File: src/rtl/addsub_pkg.sv
package addsub_pkg;
  localparam int DIGIT_W = 4;

  typedef struct packed {
    logic carry;
    logic neg;
    logic zero;
    logic zero_valid;
    logic ovf;
  } addsub_flags_t;
endpackage

File: src/rtl/addsub_bcd_digit.sv
module addsub_bcd_digit
  import addsub_pkg::*;
(
  input  logic [DIGIT_W-1:0] a_d,
  input  logic [DIGIT_W-1:0] b_d,
  input  logic               cin,
  input  logic               sub,
  output logic [DIGIT_W-1:0] dig,
  output logic               cout
);
  logic [DIGIT_W:0] raw_add;
  logic [DIGIT_W:0] raw_sub;
  logic             adj_add;
  logic             brw;

  always_comb begin
    raw_add = {1'b0, a_d} + {1'b0, b_d} + {{DIGIT_W{1'b0}}, cin};
    raw_sub = {1'b0, a_d} - {1'b0, b_d} - {{DIGIT_W{1'b0}}, ~cin};
    adj_add = raw_add > (DIGIT_W+1)'(9);
    brw     = raw_sub[DIGIT_W];
    if (sub) begin
      dig  = brw ? (raw_sub[DIGIT_W-1:0] - DIGIT_W'(6)) : raw_sub[DIGIT_W-1:0];
      cout = ~brw;
    end else begin
      dig  = adj_add ? (raw_add[DIGIT_W-1:0] + DIGIT_W'(6)) : raw_add[DIGIT_W-1:0];
      cout = adj_add;
    end
  end

  always_comb begin
    if (a_d <= DIGIT_W'(9) && b_d <= DIGIT_W'(9)) begin

      digit_range_chk: assert (dig <= DIGIT_W'(9));
    end
  end
endmodule

File: src/rtl/addsub_datapath.sv
module addsub_datapath
  import addsub_pkg::*;
#(
  parameter int DATA_W = 16
) (
  input  logic [DATA_W-1:0] a_i,
  input  logic [DATA_W-1:0] b_i,
  input  logic              cin_i,
  input  logic              sub_i,
  input  logic              dec_i,
  input  logic              byte_i,
  output logic [DATA_W-1:0] res_o,
  output logic              carry_o
);
  localparam int NDIG     = DATA_W / DIGIT_W;
  localparam int HALF_W   = DATA_W / 2;
  localparam int HALF_DIG = NDIG / 2;

  logic [NDIG:0]       dchain;
  logic [DATA_W-1:0]   dres;
  logic [DATA_W-1:0]   b_eff;
  logic [DATA_W:0]     bsum_full;
  logic [HALF_W:0]     bsum_half;
  logic [HALF_W-1:0]   res_lo;
  logic [HALF_W-1:0]   res_hi;

  assign dchain[0] = cin_i;

  for (genvar g = 0; g < NDIG; g++) begin : g_digit
    addsub_bcd_digit u_dig (
      .a_d  (a_i[g*DIGIT_W +: DIGIT_W]),
      .b_d  (b_i[g*DIGIT_W +: DIGIT_W]),
      .cin  (dchain[g]),
      .sub  (sub_i),
      .dig  (dres[g*DIGIT_W +: DIGIT_W]),
      .cout (dchain[g+1])
    );
  end

  always_comb begin
    b_eff     = sub_i ? ~b_i : b_i;
    bsum_full = {1'b0, a_i} + {1'b0, b_eff} + {{DATA_W{1'b0}}, cin_i};
    bsum_half = {1'b0, a_i[HALF_W-1:0]} + {1'b0, b_eff[HALF_W-1:0]}
              + {{HALF_W{1'b0}}, cin_i};
  end

  always_comb begin
    if (dec_i) begin
      res_lo  = dres[HALF_W-1:0];
      carry_o = byte_i ? dchain[HALF_DIG] : dchain[NDIG];
    end else begin
      res_lo  = byte_i ? bsum_half[HALF_W-1:0] : bsum_full[HALF_W-1:0];
      carry_o = byte_i ? bsum_half[HALF_W] : bsum_full[DATA_W];
    end
    if (byte_i)     res_hi = a_i[DATA_W-1:HALF_W];
    else if (dec_i) res_hi = dres[DATA_W-1:HALF_W];
    else            res_hi = bsum_full[DATA_W-1:HALF_W];
    res_o = {res_hi, res_lo};
  end
endmodule

File: src/rtl/addsub_flags.sv
module addsub_flags
  import addsub_pkg::*;
#(
  parameter int DATA_W = 16
) (
  input  logic [DATA_W-1:0] res_i,
  input  logic              carry_i,
  input  logic              a_top_full,
  input  logic              a_top_half,
  input  logic              b_top_full,
  input  logic              b_top_half,
  input  logic              sub_i,
  input  logic              dec_i,
  input  logic              byte_i,
  output addsub_flags_t     flags_o
);
  localparam int HALF_W = DATA_W / 2;

  logic a_s, b_s, r_s;

  always_comb begin
    a_s = byte_i ? a_top_half : a_top_full;
    b_s = byte_i ? b_top_half : b_top_full;
    r_s = byte_i ? res_i[HALF_W-1] : res_i[DATA_W-1];

    flags_o.carry      = carry_i;
    flags_o.neg        = r_s;
    flags_o.zero       = byte_i ? ~|res_i[HALF_W-1:0] : ~|res_i;
    flags_o.zero_valid = ~dec_i;
    if (dec_i)      flags_o.ovf = 1'b0;
    else if (sub_i) flags_o.ovf = (a_s ^ b_s) & (r_s ^ a_s);
    else            flags_o.ovf = ~(a_s ^ b_s) & (r_s ^ a_s);
  end
endmodule

File: src/rtl/bcd_addsub.sv
module bcd_addsub
  import addsub_pkg::*;
#(
  parameter int DATA_W = 16
) (
  input  logic              clk,
  input  logic              rst_n,
  input  logic              start_i,
  input  logic              sub_i,
  input  logic              dec_i,
  input  logic              byte_i,
  input  logic              carry_i,
  input  logic [DATA_W-1:0] a_i,
  input  logic [DATA_W-1:0] b_i,
  output logic [DATA_W-1:0] res_o,
  output logic              carry_o,
  output logic              neg_o,
  output logic              zero_o,
  output logic              zero_valid_o,
  output logic              ovf_o,
  output logic              done_o
);
  localparam int HALF_W = DATA_W / 2;

  logic [DATA_W-1:0] dp_res;
  logic              dp_carry;
  addsub_flags_t     dp_flags;

  logic [DATA_W-1:0] res_q, res_d;
  addsub_flags_t     flags_q, flags_d;
  logic              done_q, done_d;
  logic              cap_en;

  addsub_datapath #(.DATA_W(DATA_W)) u_dp (
    .a_i     (a_i),
    .b_i     (b_i),
    .cin_i   (carry_i),
    .sub_i   (sub_i),
    .dec_i   (dec_i),
    .byte_i  (byte_i),
    .res_o   (dp_res),
    .carry_o (dp_carry)
  );

  addsub_flags #(.DATA_W(DATA_W)) u_flags (
    .res_i      (dp_res),
    .carry_i    (dp_carry),
    .a_top_full (a_i[DATA_W-1]),
    .a_top_half (a_i[HALF_W-1]),
    .b_top_full (b_i[DATA_W-1]),
    .b_top_half (b_i[HALF_W-1]),
    .sub_i      (sub_i),
    .dec_i      (dec_i),
    .byte_i     (byte_i),
    .flags_o    (dp_flags)
  );

  always_comb begin
    cap_en  = start_i;
    res_d   = res_q;
    flags_d = flags_q;
    done_d  = start_i;
    if (cap_en) begin
      res_d   = dp_res;
      flags_d = dp_flags;
    end
  end

  always_ff @(posedge clk or negedge rst_n) begin
    if (!rst_n) begin
      res_q   <= '0;
      flags_q <= '0;
      done_q  <= 1'b0;
    end else begin
      res_q   <= res_d;
      flags_q <= flags_d;
      done_q  <= done_d;
    end
  end

  assign res_o        = res_q;
  assign carry_o      = flags_q.carry;
  assign neg_o        = flags_q.neg;
  assign zero_o       = flags_q.zero;
  assign zero_valid_o = flags_q.zero_valid;
  assign ovf_o        = flags_q.ovf;
  assign done_o       = done_q;


  done_follow_chk: assert property (@(posedge clk) disable iff (!rst_n)
    start_i |=> done_o);

  done_only_chk: assert property (@(posedge clk) disable iff (!rst_n)
    !start_i |=> !done_o);

  hold_chk: assert property (@(posedge clk) disable iff (!rst_n)
    !start_i |=> $stable(res_o) && $stable(carry_o) && $stable(ovf_o));

  zero_valid_chk: assert property (@(posedge clk) disable iff (!rst_n)
    start_i |=> zero_valid_o == !$past(dec_i));

  dec_ovf_chk: assert property (@(posedge clk) disable iff (!rst_n)
    start_i && dec_i |=> !ovf_o);

  upper_pass_chk: assert property (@(posedge clk) disable iff (!rst_n)
    start_i && byte_i |=> res_o[DATA_W-1:HALF_W] == $past(a_i[DATA_W-1:HALF_W]));
endmodule

File: config.mk
export PLATFORM = sky130hd
export DESIGN_NAME = bcd_addsub
export DESIGN_NICKNAME = d
export VERILOG_FILES = /design/src/rtl/addsub_pkg.sv /design/src/rtl/addsub_bcd_digit.sv /design/src/rtl/addsub_datapath.sv /design/src/rtl/addsub_flags.sv /design/src/rtl/bcd_addsub.sv
export SDC_FILE = /design/constraint.sdc
export NUM_CORES = 1
export LEC_CHECK = 0
export BUFFER_PORTS_ARGS = -buffer_cell sky130_fd_sc_hd__buf_2
export CORE_ASPECT_RATIO = 1.25
export CORE_MARGIN = 2
export CORE_UTILIZATION = 45
export DETAILED_ROUTE_END_ITERATION = 8
export PLACE_DENSITY_LB_ADDON = 0.3
export SLEW_MARGIN = 20
export SYNTH_ARGS = -nofsm -noshare
export SYNTH_HDL_FRONTEND = slang
export SYNTH_SLANG_ARGS = --single-unit
File: constraint.sdc
create_clock -name clk -period 0.8 [get_ports clk]
set_input_delay 0 -clock clk [delete_from_list [all_inputs] [get_ports clk]]
set_output_delay 0 -clock clk [all_outputs]
set_load 0.005 [all_outputs]
==> flow_summary.html <==
<table>
<tr><th>Metric</th><th>Value</th></tr>
<tr><th colspan="2">Outcome</th></tr>
<tr><td>Run status</td><td>complete, but fails checks</td></tr>
<tr><td>Violated checks</td><td>negative setup slack</td></tr>
<tr><th colspan="2">Floorplan</th></tr>
<tr><td>I/O pin cnt</td><td>61</td></tr>
<tr><td>Placeable core region</td><td>9130 um^2</td></tr>
<tr><td>Standard-cell rows</td><td>39</td></tr>
<tr><td>Starting utilization of the core area</td><td>46.0%</td></tr>
<tr><td>Chip Height</td><td>112 um</td></tr>
<tr><td>Width of the die</td><td>90.4 um</td></tr>
<tr><td>Total die area</td><td>10100 um^2</td></tr>
<tr><th colspan="2">Logic synthesis</th></tr>
<tr><td>Synth Area in Simple Gates</td><td>14.0%</td></tr>
<tr><td>Portion of synthesized cell area occupied by the leading cell type</td><td>18.2%</td></tr>
<tr><td>Main synth FF type</td><td>sky130_fd_sc_hd__dfrtp_1</td></tr>
<tr><td>Avg Synthesized Cell Area</td><td>8.40 um^2</td></tr>
<tr><td>Synth area leaders</td><td>sky130_fd_sc_hd__ha_1 18%, sky130_fd_sc_hd__dfrtp_1 13%, sky130_fd_sc_hd__fa_1 8.6%</td></tr>
<tr><td>Post-synth EDFFs</td><td>0</td></tr>
<tr><td>Sequential fraction of the synthesis area</td><td>13.1%</td></tr>
<tr><td>Async set-or-reset flop fraction in the synthesized netlist</td><td>100%</td></tr>
<tr><td>Distinct cells, synth</td><td>72</td></tr>
<tr><td>Post-synthesis adder-cell area fraction</td><td>26.8%</td></tr>
<tr><td>Number of flip-flops and latches in the synthesized netlist</td><td>22</td></tr>
<tr><td>Yosys warning count</td><td>0</td></tr>
<tr><td>Cell count after synthesis</td><td>500</td></tr>
<tr><td>Mux cell area share after synthesis</td><td>4.38%</td></tr>
<tr><td>Cell taking the most area after synthesis</td><td>sky130_fd_sc_hd__ha_1</td></tr>
<tr><td>Mapped cell area</td><td>4200 um^2</td></tr>
<tr><td>Parity-gate share of the synthesized area counting xor and xnor cells</td><td>12.2%</td></tr>
<tr><td>Compound-cell area share of the yosys netlist</td><td>22.3%</td></tr>
<tr><td>Number of nets produced by synthesis</td><td>618</td></tr>
<tr><td>Combinational family with the most area after synthesis</td><td>adder cells</td></tr>
<tr><th colspan="2">Clocking</th></tr>
<tr><td>Number of clock sinks</td><td>22</td></tr>
<tr><td>Number of H-tree levels</td><td>1</td></tr>
<tr><td>Clock slew at reported path FFs</td><td>60 ps</td></tr>
<tr><td>Longest Clk Path Bufs</td><td>2</td></tr>
<tr><td>Cell at the root of the clock tree</td><td>sky130_fd_sc_hd__clkbuf_16</td></tr>
<tr><td>Number of clock buffers inserted by TritonCTS</td><td>3</td></tr>
<tr><td>Clock insertion delay at the later pin of the skew report</td><td>250 ps</td></tr>
<tr><td>Clock tree from TritonCTS</td><td>yes</td></tr>
<tr><th colspan="2">Critical path</th></tr>
<tr><td>Worst Path Max Fanout</td><td>5</td></tr>
<tr><td>Worst Path Required</td><td>960 ps</td></tr>
<tr><td>Critical path's slowest cell</td><td>sky130_fd_sc_hd__fa_2</td></tr>
<tr><td>Worst flop-to-flop path endpoint</td><td>res_o[14]$_DFFE_PN0P_</td></tr>
<tr><td>Cell occurring most often along the worst timing path</td><td>sky130_fd_sc_hd__fa_2</td></tr>
<tr><td>Endpoint of the most critical setup path</td><td>zero_o$_DFFE_PN0P_</td></tr>
<tr><td>Delay of the slowest cell on the worst path</td><td>540 ps</td></tr>
<tr><td>Start-to-end type of the worst setup path</td><td>in -&gt; reg</td></tr>
<tr><td>Slack of the worst reg-to-reg path</td><td>20 ps</td></tr>
<tr><td>Type of origin of the critical path</td><td>primary input</td></tr>
<tr><td>Setup crit end kind</td><td>register</td></tr>
<tr><td>Critical Path Start</td><td>a_i[0]</td></tr>
<tr><td>Number of cells on the worst reg-to-reg path</td><td>1</td></tr>
<tr><td>Worst flop-to-flop path startpoint</td><td>res_o[14]$_DFFE_PN0P_</td></tr>
<tr><td>WP data arrival</td><td>7310 ps</td></tr>
<tr><th colspan="2">GRT</th></tr>
<tr><td>Vias in the first global route</td><td>4925</td></tr>
<tr><td>Wire length of the first global-routing pass</td><td>21.7 mm</td></tr>
<tr><td>Number of antenna violations at the first check in global routing</td><td>0</td></tr>
<tr><td>Tot GR Track Use</td><td>25.9%</td></tr>
<tr><td>Largest net degree at the start of global routing</td><td>40</td></tr>
<tr><td>Gr ovfl total</td><td>0</td></tr>
<tr><th colspan="2">Job</th></tr>
<tr><td># Max-Cap Violations</td><td>0</td></tr>
<tr><th colspan="2">Timing</th></tr>
<tr><td>Minimum period implied by the final worst setup slack</td><td>7150 ps</td></tr>
<tr><td>Slew at the pin closest to its max-slew limit</td><td>499 ps</td></tr>
<tr><td>Total setup violations reported at the end of the flow</td><td>20</td></tr>
<tr><td>Worst clock skew on the final layout</td><td>0 ps</td></tr>
<tr><td>Fin worst setup slack</td><td>-6350 ps</td></tr>
<tr><td>Setup repair after global routing missed its margin</td><td>true</td></tr>
<tr><td>Setup TNS</td><td>-85100 ps</td></tr>
<tr><td>Highest Clock Rate</td><td>140 MHz</td></tr>
<tr><td>Final critical-path share of the clock period</td><td>894%</td></tr>
<tr><td>Total count of max-transition violations in the final report</td><td>0</td></tr>
<tr><td>Fin. Hold Viols</td><td>0</td></tr>
<tr><td>Relative slew slack</td><td>66.7%</td></tr>
<tr><th colspan="2">Detailed routing</th></tr>
<tr><td>Post-detailed-route via-to-cell ratio</td><td>5.37</td></tr>
<tr><td>Residual DRC count</td><td>0</td></tr>
<tr><td>Number of antenna-violating nets in the routed design</td><td>0</td></tr>
<tr><td>Overall routed net length</td><td>14.0 mm</td></tr>
<tr><td>Number of DRC markers after the initial detailed-route iteration</td><td>225</td></tr>
<tr><td>Wire length per cell after detailed routing</td><td>16.2 um</td></tr>
<tr><td>Number of iterations in the first detailed-routing pass</td><td>4</td></tr>
<tr><td>Total via count in the routed design</td><td>4638</td></tr>
<tr><th colspan="2">Place</th></tr>
<tr><td>Worst setup timing slack at the placement stage</td><td>-6860 ps</td></tr>
<tr><td>Gpl congestion</td><td>0.985</td></tr>
<tr><td>Total half-perimeter wirelength after legalization and detailed placement</td><td>10.4 mm</td></tr>
<tr><td>Number of buffers inserted by port buffering</td><td>60</td></tr>
<tr><td>Inst Count DP</td><td>832</td></tr>
<tr><th colspan="2">Power and ir drop</th></tr>
<tr><td>Static leakage power</td><td>3.35 nW</td></tr>
<tr><td>Worst voltage drop across the vdd grid</td><td>1310 uV</td></tr>
<tr><td>Power per standard cell area</td><td>1680 nW/um^2</td></tr>
<tr><th colspan="2">Layout</th></tr>
<tr><td># nets final</td><td>860</td></tr>
<tr><td>Antenna Diode Count</td><td>0</td></tr>
<tr><td>Count of placed standard cells in the final layout, fillers left out</td><td>863</td></tr>
<tr><td>Finished Core Util</td><td>75.0%</td></tr>
<tr><td>Area overhead of the layout relative to synthesis</td><td>63.1%</td></tr>
<tr><td>Share of final-layout standard cells stronger than drive strength 1</td><td>51.8%</td></tr>
<tr><th colspan="2">Min path</th></tr>
<tr><td>Class of the worst hold path</td><td>in -&gt; reg</td></tr>
<tr><td>Number of instances on the worst hold path</td><td>2</td></tr>
</table>
sequential cells by signal, indices dropped and copies added, names as in the netlist:
name          count
res_o            16
zero_o            1
neg_o             1
done_o            1
ovf_o             1
carry_o           1
zero_valid_o      1
critical path, delay by kind of cell:
kind            cells  cell delay, ps
fa+ha+maj          12            3610
xor+xnor            1             270
buf+inv             9             600
compound gates     12            1860
mux                 2             430
simple gates        5             520
final cells by class:
class                      count  area, um^2
clock buffer                   3        75.1
multi-input combinational    402        3990
tap                          123         154
inverter                      60         231
sequential                    22         551
timing repair buffer         253        1850
fill                         627        2280
repair_timing:
| action | 4_1_cts | 5_1_grt |
|---|---|---|
| gates resized for setup | 63 | 61 |
| hold buffers | 1 | 0 |
| endpoints found under the setup margin | 20 | 22 |
| hold endpoints to repair | 22 | 0 |
| setup buffers | 16 | 20 |
| gates cloned | 0 | 0 |
| pin swaps | 42 | 29 |
layout by cell type (no fill, tap or decap), types with 8 or more instances in the layout:
| master | n |
|---|---|
| sky130_fd_sc_hd__a21oi_1 | 19 |
| sky130_fd_sc_hd__a21oi_2 | 8 |
| sky130_fd_sc_hd__buf_2 | 57 |
| sky130_fd_sc_hd__buf_4 | 173 |
| sky130_fd_sc_hd__buf_6 | 20 |
| sky130_fd_sc_hd__dfrtp_1 | 22 |
| sky130_fd_sc_hd__fa_2 | 15 |
| sky130_fd_sc_hd__ha_1 | 48 |
| sky130_fd_sc_hd__ha_4 | 11 |
| sky130_fd_sc_hd__inv_1 | 46 |
| sky130_fd_sc_hd__inv_2 | 12 |
| sky130_fd_sc_hd__nand2_1 | 25 |
| sky130_fd_sc_hd__nand2b_1 | 8 |
| sky130_fd_sc_hd__nor2_1 | 35 |
| sky130_fd_sc_hd__o21ai_1 | 12 |
| sky130_fd_sc_hd__xnor2_1 | 11 |
| sky130_fd_sc_hd__xnor2_2 | 10 |
| sky130_fd_sc_hd__xor2_1 | 29 |
per-stage QoR:
step / instance area, um^2 / hold slack [ps] / total power [W]
2_1_floorplan: 4440 / -296 / 0.00557
3_3_place_gp: 6000 / -26.0 / 0.00828
3_5_place_dp: 6000 / -11.8 / 0.00856
4_1_cts: 6440 / 138 / 0.0103
5_1_grt: 6850 / 109 / 0.0123
6_report: 6850 / 99.7 / 0.0115
layer usage:
| layer | global-route usage (%) | wire length [um] | vias up |
|---|---|---|---|
| met5 | 0 | 0 | - |
| met4 | 10.2 | 586 | 0 |
| met3 | 2.03 | 391 | 45 |
| met2 | 53.2 | 8120 | 119 |
| met1 | 26.4 | 4920 | 2244 |
| li1 | - | - | 2230 |
power by group:
part	switching [W]	total, W	internal, W
combinational	0.00415	0.00899	0.00484
sequential	0.000128	0.00146	0.00133
clock	0.000380	0.00104	0.000660
cells in the mapped netlist, types with 4 or more instances:
cell type                   n
sky130_fd_sc_hd__o211ai_1   6
sky130_fd_sc_hd__o21ai_1    5
sky130_fd_sc_hd__xor2_1    34
sky130_fd_sc_hd__and3_1     4
sky130_fd_sc_hd__a21o_1     6
sky130_fd_sc_hd__mux2_2     6
sky130_fd_sc_hd__and2_1     5
sky130_fd_sc_hd__mux2i_1    9
sky130_fd_sc_hd__inv_1     60
sky130_fd_sc_hd__o21a_1     4
sky130_fd_sc_hd__nor2_1    38
sky130_fd_sc_hd__ha_1      61
sky130_fd_sc_hd__nor2b_1    4
sky130_fd_sc_hd__nor3_1     8
sky130_fd_sc_hd__clkbuf_1   9
sky130_fd_sc_hd__nand3b_1   4
sky130_fd_sc_hd__a31oi_1    9
sky130_fd_sc_hd__fa_1      18
sky130_fd_sc_hd__nand2_1   27
sky130_fd_sc_hd__a21oi_1   27
sky130_fd_sc_hd__o21ai_0   21
sky130_fd_sc_hd__nand4_1    4
sky130_fd_sc_hd__xnor2_1   22
sky130_fd_sc_hd__dfrtp_1   22
sky130_fd_sc_hd__nand2b_1  11
cell families (layout without fill, tap and decap cells):
family,count (synthesis),after routing
multiplexers,17,17
XOR/XNOR,57,57
AO/OA/AOI/OAI,131,131
buffers and inverters,76,316
adder cells (fa/ha/maj),79,79
flip-flops,22,22
AND/OR/NAND/NOR,118,118
how the worst min path moves through the flow:
stage               slack [ps]                    end     from
detailed placement         -10  res_o[13]$_DFFE_PN0P_    rst_n
global placement           -30  res_o[13]$_DFFE_PN0P_    rst_n
global route               110       done_o$_DFF_PN0_  start_i
floorplan                 -300    carry_o$_DFFE_PN0P_    rst_n
CTS                        140       done_o$_DFF_PN0_  start_i
finish                     100       done_o$_DFF_PN0_  start_i
Note: power is estimated with default switching activity, not from simulation.
